**config.mk**
```make
export PLATFORM = sky130hd
export DESIGN_NAME = cmdrx_top
export DESIGN_NICKNAME = d
export VERILOG_FILES = /design/src/rtl/cmdrx_pkg.sv /design/src/rtl/cmdrx_assembler.sv /design/src/rtl/cmdrx_id_latch.sv /design/src/rtl/cmdrx_decode.sv /design/src/rtl/cmdrx_top.sv
export SDC_FILE = /design/constraint.sdc
export NUM_CORES = 1
export LEC_CHECK = 0
export ABC_AREA = 1
export BUFFER_PORTS_ARGS = -buffer_cell sky130_fd_sc_hd__buf_2
export CORE_AREA = 2 2 79 81
export DETAILED_ROUTE_END_ITERATION = 7
export DIE_AREA = 0 0 81 83
export PLACE_DENSITY = 0.8
export SLEW_MARGIN = 20
export SYNTH_ARGS = -nofsm -noshare
export SYNTH_HDL_FRONTEND = slang
export SYNTH_SLANG_ARGS = --single-unit
```
**constraint.sdc**
```tcl
create_clock -name clk -period 7 [get_ports clk]
set_input_delay 1.75 -clock clk [delete_from_list [all_inputs] [get_ports clk]]
set_output_delay 1.75 -clock clk [all_outputs]
set_load 0.01 [all_outputs]
```
**src/rtl/cmdrx_pkg.sv**
```systemverilog
package cmdrx_pkg;
  localparam int unsigned BEAT_W  = 10;
  localparam int unsigned N_BEATS = 4;
  localparam int unsigned ID_W    = 9;
  localparam int unsigned OP_W    = 4;
  localparam int unsigned BLEN_W  = 4;
  localparam int unsigned PKT_W   = BEAT_W * N_BEATS;
  localparam int unsigned ADDR_W  = PKT_W - ID_W - OP_W - 2;
  // field positions, top down
  localparam int unsigned ID_LSB  = PKT_W - ID_W;
  localparam int unsigned OP_LSB  = ID_LSB - OP_W;
  localparam int unsigned B8_BIT  = OP_LSB - 1;
  localparam int unsigned DCK_BIT = B8_BIT - 1;
endpackage

```
**src/rtl/cmdrx_assembler.sv**
```systemverilog
module cmdrx_assembler
  import cmdrx_pkg::*;
#(
  parameter int unsigned BW = BEAT_W,
  parameter int unsigned NB = N_BEATS
) (
  input  logic             clk,
  input  logic             rst_n,
  input  logic             beat_vld,
  input  logic             beat_flag,
  input  logic [BW-1:0]    beat_data,
  output logic             pkt_done,
  output logic [BW*NB-1:0] pkt,
  output logic             ferr_set
);
  localparam int unsigned PW    = BW * NB;
  localparam int unsigned HW    = PW - BW;
  localparam int unsigned CW    = (NB > 2) ? $clog2(NB) : 1;
  localparam logic [CW-1:0] LAST = CW'(NB - 1);

  logic [CW-1:0] cnt_q, cnt_d;
  logic [HW-1:0] acc_q, acc_d;

  always_comb begin
    cnt_d    = cnt_q;
    acc_d    = acc_q;
    pkt_done = 1'b0;
    ferr_set = 1'b0;
    if (beat_vld) begin
      if (beat_flag) begin
        ferr_set = (cnt_q != '0);
        acc_d    = HW'(beat_data);
        cnt_d    = CW'(1);
      end else if (cnt_q != '0) begin
        if (cnt_q == LAST) begin
          pkt_done = 1'b1;
          cnt_d    = '0;
        end else begin
          acc_d = {acc_q[HW-BW-1:0], beat_data};
          cnt_d = cnt_q + CW'(1);
        end
      end
    end
  end

  assign pkt = {acc_q, beat_data};

  always_ff @(posedge clk or negedge rst_n) begin
    if (!rst_n) begin
      cnt_q <= '0;
      acc_q <= '0;
    end else if (beat_vld) begin
      cnt_q <= cnt_d;
      acc_q <= acc_d;
    end
  end

  // beat counter never passes the last beat slot
  a_r3_cnt_bound: assert property (@(posedge clk) disable iff (!rst_n)
    cnt_q <= LAST);

  // a stray unflagged beat in idle leaves the receiver idle
  a_r10_stray_ignored: assert property (@(posedge clk) disable iff (!rst_n)
    (cnt_q == '0 && beat_vld && !beat_flag) |=> (cnt_q == '0));

  // an idle cycle leaves the partial packet untouched
  a_r11_gap_hold: assert property (@(posedge clk) disable iff (!rst_n)
    !beat_vld |=> ($stable(cnt_q) && $stable(acc_q)));
endmodule

```
**src/rtl/cmdrx_id_latch.sv**
```systemverilog
module cmdrx_id_latch
  import cmdrx_pkg::*;
#(
  parameter int unsigned IW = ID_W
) (
  input  logic          clk,
  input  logic          rst_n,
  input  logic [IW-1:0] id_strap,
  output logic [IW-1:0] id_q,
  output logic          id_ok
);
  logic          cap_en;
  logic [IW-1:0] id_d;

  always_comb begin
    cap_en = !id_ok;
    id_d   = id_strap;
  end

  always_ff @(posedge clk or negedge rst_n) begin
    if (!rst_n) begin
      id_q  <= '0;
      id_ok <= 1'b0;
    end else if (cap_en) begin
      id_q  <= id_d;
      id_ok <= 1'b1;
    end
  end

  // once captured, the ID never changes until the next reset
  a_r2_id_frozen: assert property (@(posedge clk) disable iff (!rst_n)
    id_ok |=> (id_ok && $stable(id_q)));
endmodule

```
**src/rtl/cmdrx_decode.sv**
```systemverilog
module cmdrx_decode
  import cmdrx_pkg::*;
(
  input  logic              clk,
  input  logic              rst_n,
  input  logic              pkt_done,
  input  logic [PKT_W-1:0]  pkt,
  input  logic              ferr_set,
  input  logic [ID_W-1:0]   id_q,
  input  logic              id_ok,
  output logic              cmd_vld,
  output logic [OP_W-1:0]   cmd_op,
  output logic [BLEN_W-1:0] cmd_blen,
  output logic              cmd_dclk,
  output logic [ADDR_W-1:0] cmd_addr,
  output logic              frame_err
);
  logic              hit;
  logic [OP_W-1:0]   op_d;
  logic [BLEN_W-1:0] blen_d;
  logic              dclk_d;
  logic [ADDR_W-1:0] addr_d;

  always_comb begin
    hit    = pkt_done && id_ok && (pkt[PKT_W-1:ID_LSB] == id_q);
    op_d   = pkt[OP_LSB +: OP_W];
    blen_d = pkt[B8_BIT] ? BLEN_W'(8) : BLEN_W'(4);
    dclk_d = pkt[DCK_BIT];
    addr_d = pkt[ADDR_W-1:0];
  end

  always_ff @(posedge clk or negedge rst_n) begin
    if (!rst_n) begin
      cmd_vld   <= 1'b0;
      frame_err <= 1'b0;
    end else begin
      cmd_vld   <= hit;
      frame_err <= ferr_set;
    end
  end

  always_ff @(posedge clk or negedge rst_n) begin
    if (!rst_n) begin
      cmd_op   <= '0;
      cmd_blen <= BLEN_W'(4);
      cmd_dclk <= 1'b0;
      cmd_addr <= '0;
    end else if (hit) begin
      cmd_op   <= op_d;
      cmd_blen <= blen_d;
      cmd_dclk <= dclk_d;
      cmd_addr <= addr_d;
    end
  end

  // a delivered command lasts a single cycle
  a_r4_single_pulse: assert property (@(posedge clk) disable iff (!rst_n)
    cmd_vld |=> !cmd_vld);

  // a delivered command always follows a completed packet
  a_r8_from_done: assert property (@(posedge clk) disable iff (!rst_n)
    cmd_vld |-> $past(pkt_done));

  // burst length is one of the two legal sizes
  a_r6_blen_legal: assert property (@(posedge clk) disable iff (!rst_n)
    cmd_vld |-> (cmd_blen == BLEN_W'(4) || cmd_blen == BLEN_W'(8)));

  // a framing error and a delivery never coincide
  a_r9_exclusive: assert property (@(posedge clk) disable iff (!rst_n)
    !(cmd_vld && frame_err));
endmodule

```
**src/rtl/cmdrx_top.sv**
```systemverilog
module cmdrx_top
  import cmdrx_pkg::*;
(
  input  logic              clk,
  input  logic              rst_n,
  input  logic [ID_W-1:0]   id_strap,
  input  logic              beat_vld,
  input  logic              beat_flag,
  input  logic [BEAT_W-1:0] beat_data,
  output logic              cmd_vld,
  output logic [OP_W-1:0]   cmd_op,
  output logic [BLEN_W-1:0] cmd_blen,
  output logic              cmd_dclk,
  output logic [ADDR_W-1:0] cmd_addr,
  output logic              frame_err
);
  logic [1:0]       rst_sync;
  logic             srst_n;
  logic             pkt_done;
  logic [PKT_W-1:0] pkt;
  logic             ferr_set;
  logic [ID_W-1:0]  id_q;
  logic             id_ok;

  always_ff @(posedge clk or negedge rst_n) begin
    if (!rst_n) rst_sync <= 2'b00;
    else        rst_sync <= {rst_sync[0], 1'b1};
  end
  assign srst_n = rst_sync[1];

  cmdrx_assembler #(.BW(BEAT_W), .NB(N_BEATS)) u_asm (
    .clk       (clk),
    .rst_n     (srst_n),
    .beat_vld  (beat_vld),
    .beat_flag (beat_flag),
    .beat_data (beat_data),
    .pkt_done  (pkt_done),
    .pkt       (pkt),
    .ferr_set  (ferr_set)
  );

  cmdrx_id_latch #(.IW(ID_W)) u_id (
    .clk      (clk),
    .rst_n    (srst_n),
    .id_strap (id_strap),
    .id_q     (id_q),
    .id_ok    (id_ok)
  );

  cmdrx_decode u_dec (
    .clk       (clk),
    .rst_n     (srst_n),
    .pkt_done  (pkt_done),
    .pkt       (pkt),
    .ferr_set  (ferr_set),
    .id_q      (id_q),
    .id_ok     (id_ok),
    .cmd_vld   (cmd_vld),
    .cmd_op    (cmd_op),
    .cmd_blen  (cmd_blen),
    .cmd_dclk  (cmd_dclk),
    .cmd_addr  (cmd_addr),
    .frame_err (frame_err)
  );

  // a framing error is always caused by a flagged beat one cycle earlier
  a_r9_ferr_cause: assert property (@(posedge clk) disable iff (!srst_n)
    frame_err |-> $past(beat_vld && beat_flag));

  // outputs are quiet while reset is held
  a_r1_reset_quiet: assert property (@(posedge clk)
    !rst_n |-> (!cmd_vld && !frame_err));
endmodule

```
==> results.ini <==
[timing]
tightestPinTransition_ps = 923
maxClockFrequency_ghz = 0.296
setup_total_negative_slack_ps = 0
setup_ws_ps = 3630
hold_viol_final = 0
worst_relative_slew_slack = 0.385
post_route_clock_period_utilization = 0.482
layout_min_cycle_time_ps = 3370
fin_worst_skew_ps = 11.2
timing.final.max_slew_violations = 0
number_of_failing_setup_endpoints_in_the_final_timing_report = 0
grt_setup_unrepaired = false

[synthesis]
synth-seq-cells = 78
synth-warning-count = 0
synth-async-reset-ratio = 1.00
yosys-top-cells-area = sky130_fd_sc_hd__dfrtp_1 (59%), sky130_fd_sc_hd__nand2_1 (20%), sky130_fd_sc_hd__nand3_1 (3.5%)
dominantRegCellSynth = sky130_fd_sc_hd__dfrtp_1
avgSynthCellArea_um2 = 8.52
synth.largest_area_cell = sky130_fd_sc_hd__dfrtp_1
yosysSeqAreaShare = 0.599
synth.cells.most_frequent = sky130_fd_sc_hd__nand2_1 (178), sky130_fd_sc_hd__dfrtp_1 (77), sky130_fd_sc_hd__inv_1 (26)
synth-edff-count = 0
post-synth-top-area-fraction = 0.591
postSynthCellCount = 383
syn-cell-area_mm2 = 0.00326
synth.distinct_cells = 21
most_common_cell_in_the_netlist = sky130_fd_sc_hd__nand2_1

[finish]
layout-drive-gt1-share = 0.186
antenna_cell_count = 0
fin_nets = 460
area_delta_synth_final_pct = 14.4
final_util = 0.642

[critical_path]
cp-end-kind = flop
critPathRequiredTime_ps = 7240
timing.critical_path.slowest_stage_cell = sky130_fd_sc_hd__nor2_4
setup.worst_path.start_class = primary input
cp_common_cell = sky130_fd_sc_hd__nand2_1
path_class = primary input to flop
worst_path_buf_inv = 2
critical_path_arrival_ps = 3620
max_stage_delay_on_crit_path_ps = 570
timing.critical_path.cells = buf_2, nor2_2, nand2_1, nor2_1, nand3_1, nor2_4, inv_2, nand2_1, nand2_1
critPathMaxFanout = 32
critPathTopFamily = simple AND/OR/NAND/NOR gates

[drt]
drt_drc_violations_left = 0
drt_iter0_markers = 248
detail_route.wirelength_mm = 6.36
vias = 2534
detail_route.wl_per_cell_um = 12.4
drt_via_density = 4.92
detail_route.first_pass.iterations = 4
antenna_violating_nets_post_route = 0

[clocking]
root_buffer = sky130_fd_sc_hd__clkbuf_8
worst_skew_pair.late_latency_ps = 350
post_cts.resized_instances = 0
cts_hold_buf = 0
cts_made_buffers = 9
cts.sink_count = 78
cts.htree.levels = 3
cts.clk_slew.worst_paths_ps = 80
max-clock-path-buffers = 2
tritoncts = done
post_cts_buffers = 0

[place]
routabilityCongestion = 0.826
post-dp-hpwl_mm = 4.38
dpl_worst_slack_ps = 3260
port-buffer-count = 56

[worst_hold_path]
worst_hold_path_type = flop to flop

[outcome]
run_status = finished, final reports clean

[global_routing]
global_route.overflow_total = 0
first_global_vias = 2465
grt_start_max_net_pins = 77
antenna_violations_before_repair = 0
wire_length_of_the_first_global_routing_pass_mm = 11.1
groute.usage.overall = 0.213

[floorplan]
floorplan.initialDensity = 0.561
fp.dieW_um = 81
placementRows = 28
core_mm2 = 0.00582
dieArea_mm2 = 0.00672
dieHeight_um = 83
top_level_ports = 59

[power]
p_per_area_mw_per_mm2 = 287
largest_vdd_supply_drop_mv = 0.194
post-layout-total-power_w = 0.00107
p_leak_nw = 2.15

[job]
max-cap-violations = 0

==> where the power goes <==
part | internal [W] | switching [W]
logic | 0.0000548 | 0.000111
clock network | 0.000166 | 0.000166
registers | 0.000516 | 0.0000546
==> flip-flops by register name, indices dropped and copies added (netlist names) <==
signal	cells
u_dec.cmd_op	4
u_asm.cnt_q	2
u_dec.cmd_addr	25
u_asm.acc_q	30
u_dec.cmd_blen	2
u_dec.frame_err	1
u_id.id_q	9
u_dec.cmd_vld	1
rst_sync	2
u_id.id_ok	1
u_dec.cmd_dclk	1
==> worst reg2reg max path, delay by kind of cell (launching register included) <==
family / cells / cell delay, ps
compound gates: 1 / 140
flops: 1 / 670
buf+inv: 1 / 420
simple gates: 5 / 1150
==> cell usage in the layout, fill, tap and decap left out <==
| master | n |
|---|---|
| sky130_fd_sc_hd__buf_4 | 1 |
| sky130_fd_sc_hd__inv_2 | 4 |
| sky130_fd_sc_hd__inv_6 | 1 |
| sky130_fd_sc_hd__conb_1 | 4 |
| sky130_fd_sc_hd__dfstp_2 | 1 |
| sky130_fd_sc_hd__ha_1 | 2 |
| sky130_fd_sc_hd__o21ai_1 | 1 |
| sky130_fd_sc_hd__nor2_4 | 2 |
| sky130_fd_sc_hd__buf_2 | 56 |
| sky130_fd_sc_hd__dfrtp_1 | 76 |
| sky130_fd_sc_hd__a21oi_1 | 10 |
| sky130_fd_sc_hd__clkbuf_8 | 9 |
| sky130_fd_sc_hd__clkinv_4 | 1 |
| sky130_fd_sc_hd__inv_1 | 26 |
| sky130_fd_sc_hd__bufinv_16 | 1 |
| sky130_fd_sc_hd__o31ai_1 | 1 |
| sky130_fd_sc_hd__clkbuf_1 | 1 |
| sky130_fd_sc_hd__nor2_1 | 21 |
| sky130_fd_sc_hd__nand3_1 | 23 |
| sky130_fd_sc_hd__nor3_1 | 2 |
| sky130_fd_sc_hd__nor2_2 | 1 |
| sky130_fd_sc_hd__nand2_1 | 178 |
| sky130_fd_sc_hd__o21ai_0 | 13 |
| sky130_fd_sc_hd__clkinvlp_4 | 3 |
| sky130_fd_sc_hd__a21oi_4 | 1 |
| sky130_fd_sc_hd__dfrtp_2 | 1 |
==> stage by stage <==
step                std cells  hold slack (ps)  cell area, um^2
floorplan                 385              331             3270
global placement          499              338             3530
detailed placement        499              344             3530
CTS                       515              361             3730
global route              515              372             3730
finish                    515              358             3730
==> area by class of cell <==
cell class	count	area (um^2)
Sequential cell	78	1950
Timing Repair Buffer	57	288
Multi-Input combinational cell	259	1080
Inverter	30	113
Tap cell	75	93.8
Clock buffer	10	128
Clock inverter	6	70.1
Fill cell	530	2080
==> logic make-up after synthesis <==
kind of cell | share of synthesized area
AOI/OAI and AO/OA | 0.0441
adders and majority gates | 0.00767
buffers and inverters | 0.0710
DFF | 0.599
other | 0.00230
and+or+nand+nor | 0.276
==> per-layer routing <==
metal  track usage  part of all wire  routed length [um]  vias to the layer above
li1              -                 -                   -                     1272
met1         0.298              0.47                2970                     1188
met2         0.321              0.46                2940                       63
met3        0.0413             0.052                 330                       11
met4        0.0986             0.019                 124                        0
met5             0                 0                   0                        -
==> path summary, 6_finish.rpt <==
check                       startpoint                  to  slack [ps]  cells past startpoint
max                          beat_flag  u_dec.cmd_addr[16]        3630                      9
min                        rst_sync[0]         rst_sync[1]         360                      0
max reg2reg                 u_id.id_ok  u_dec.cmd_addr[16]        4510                      7
min reg2reg                rst_sync[0]         rst_sync[1]         360                      0
max in group asynchronous        rst_n         rst_sync[1]        5730                      1
min in group asynchronous  rst_sync[1]          u_id.id_ok         460                      1
Note: power is estimated with default switching activity, not from simulation.
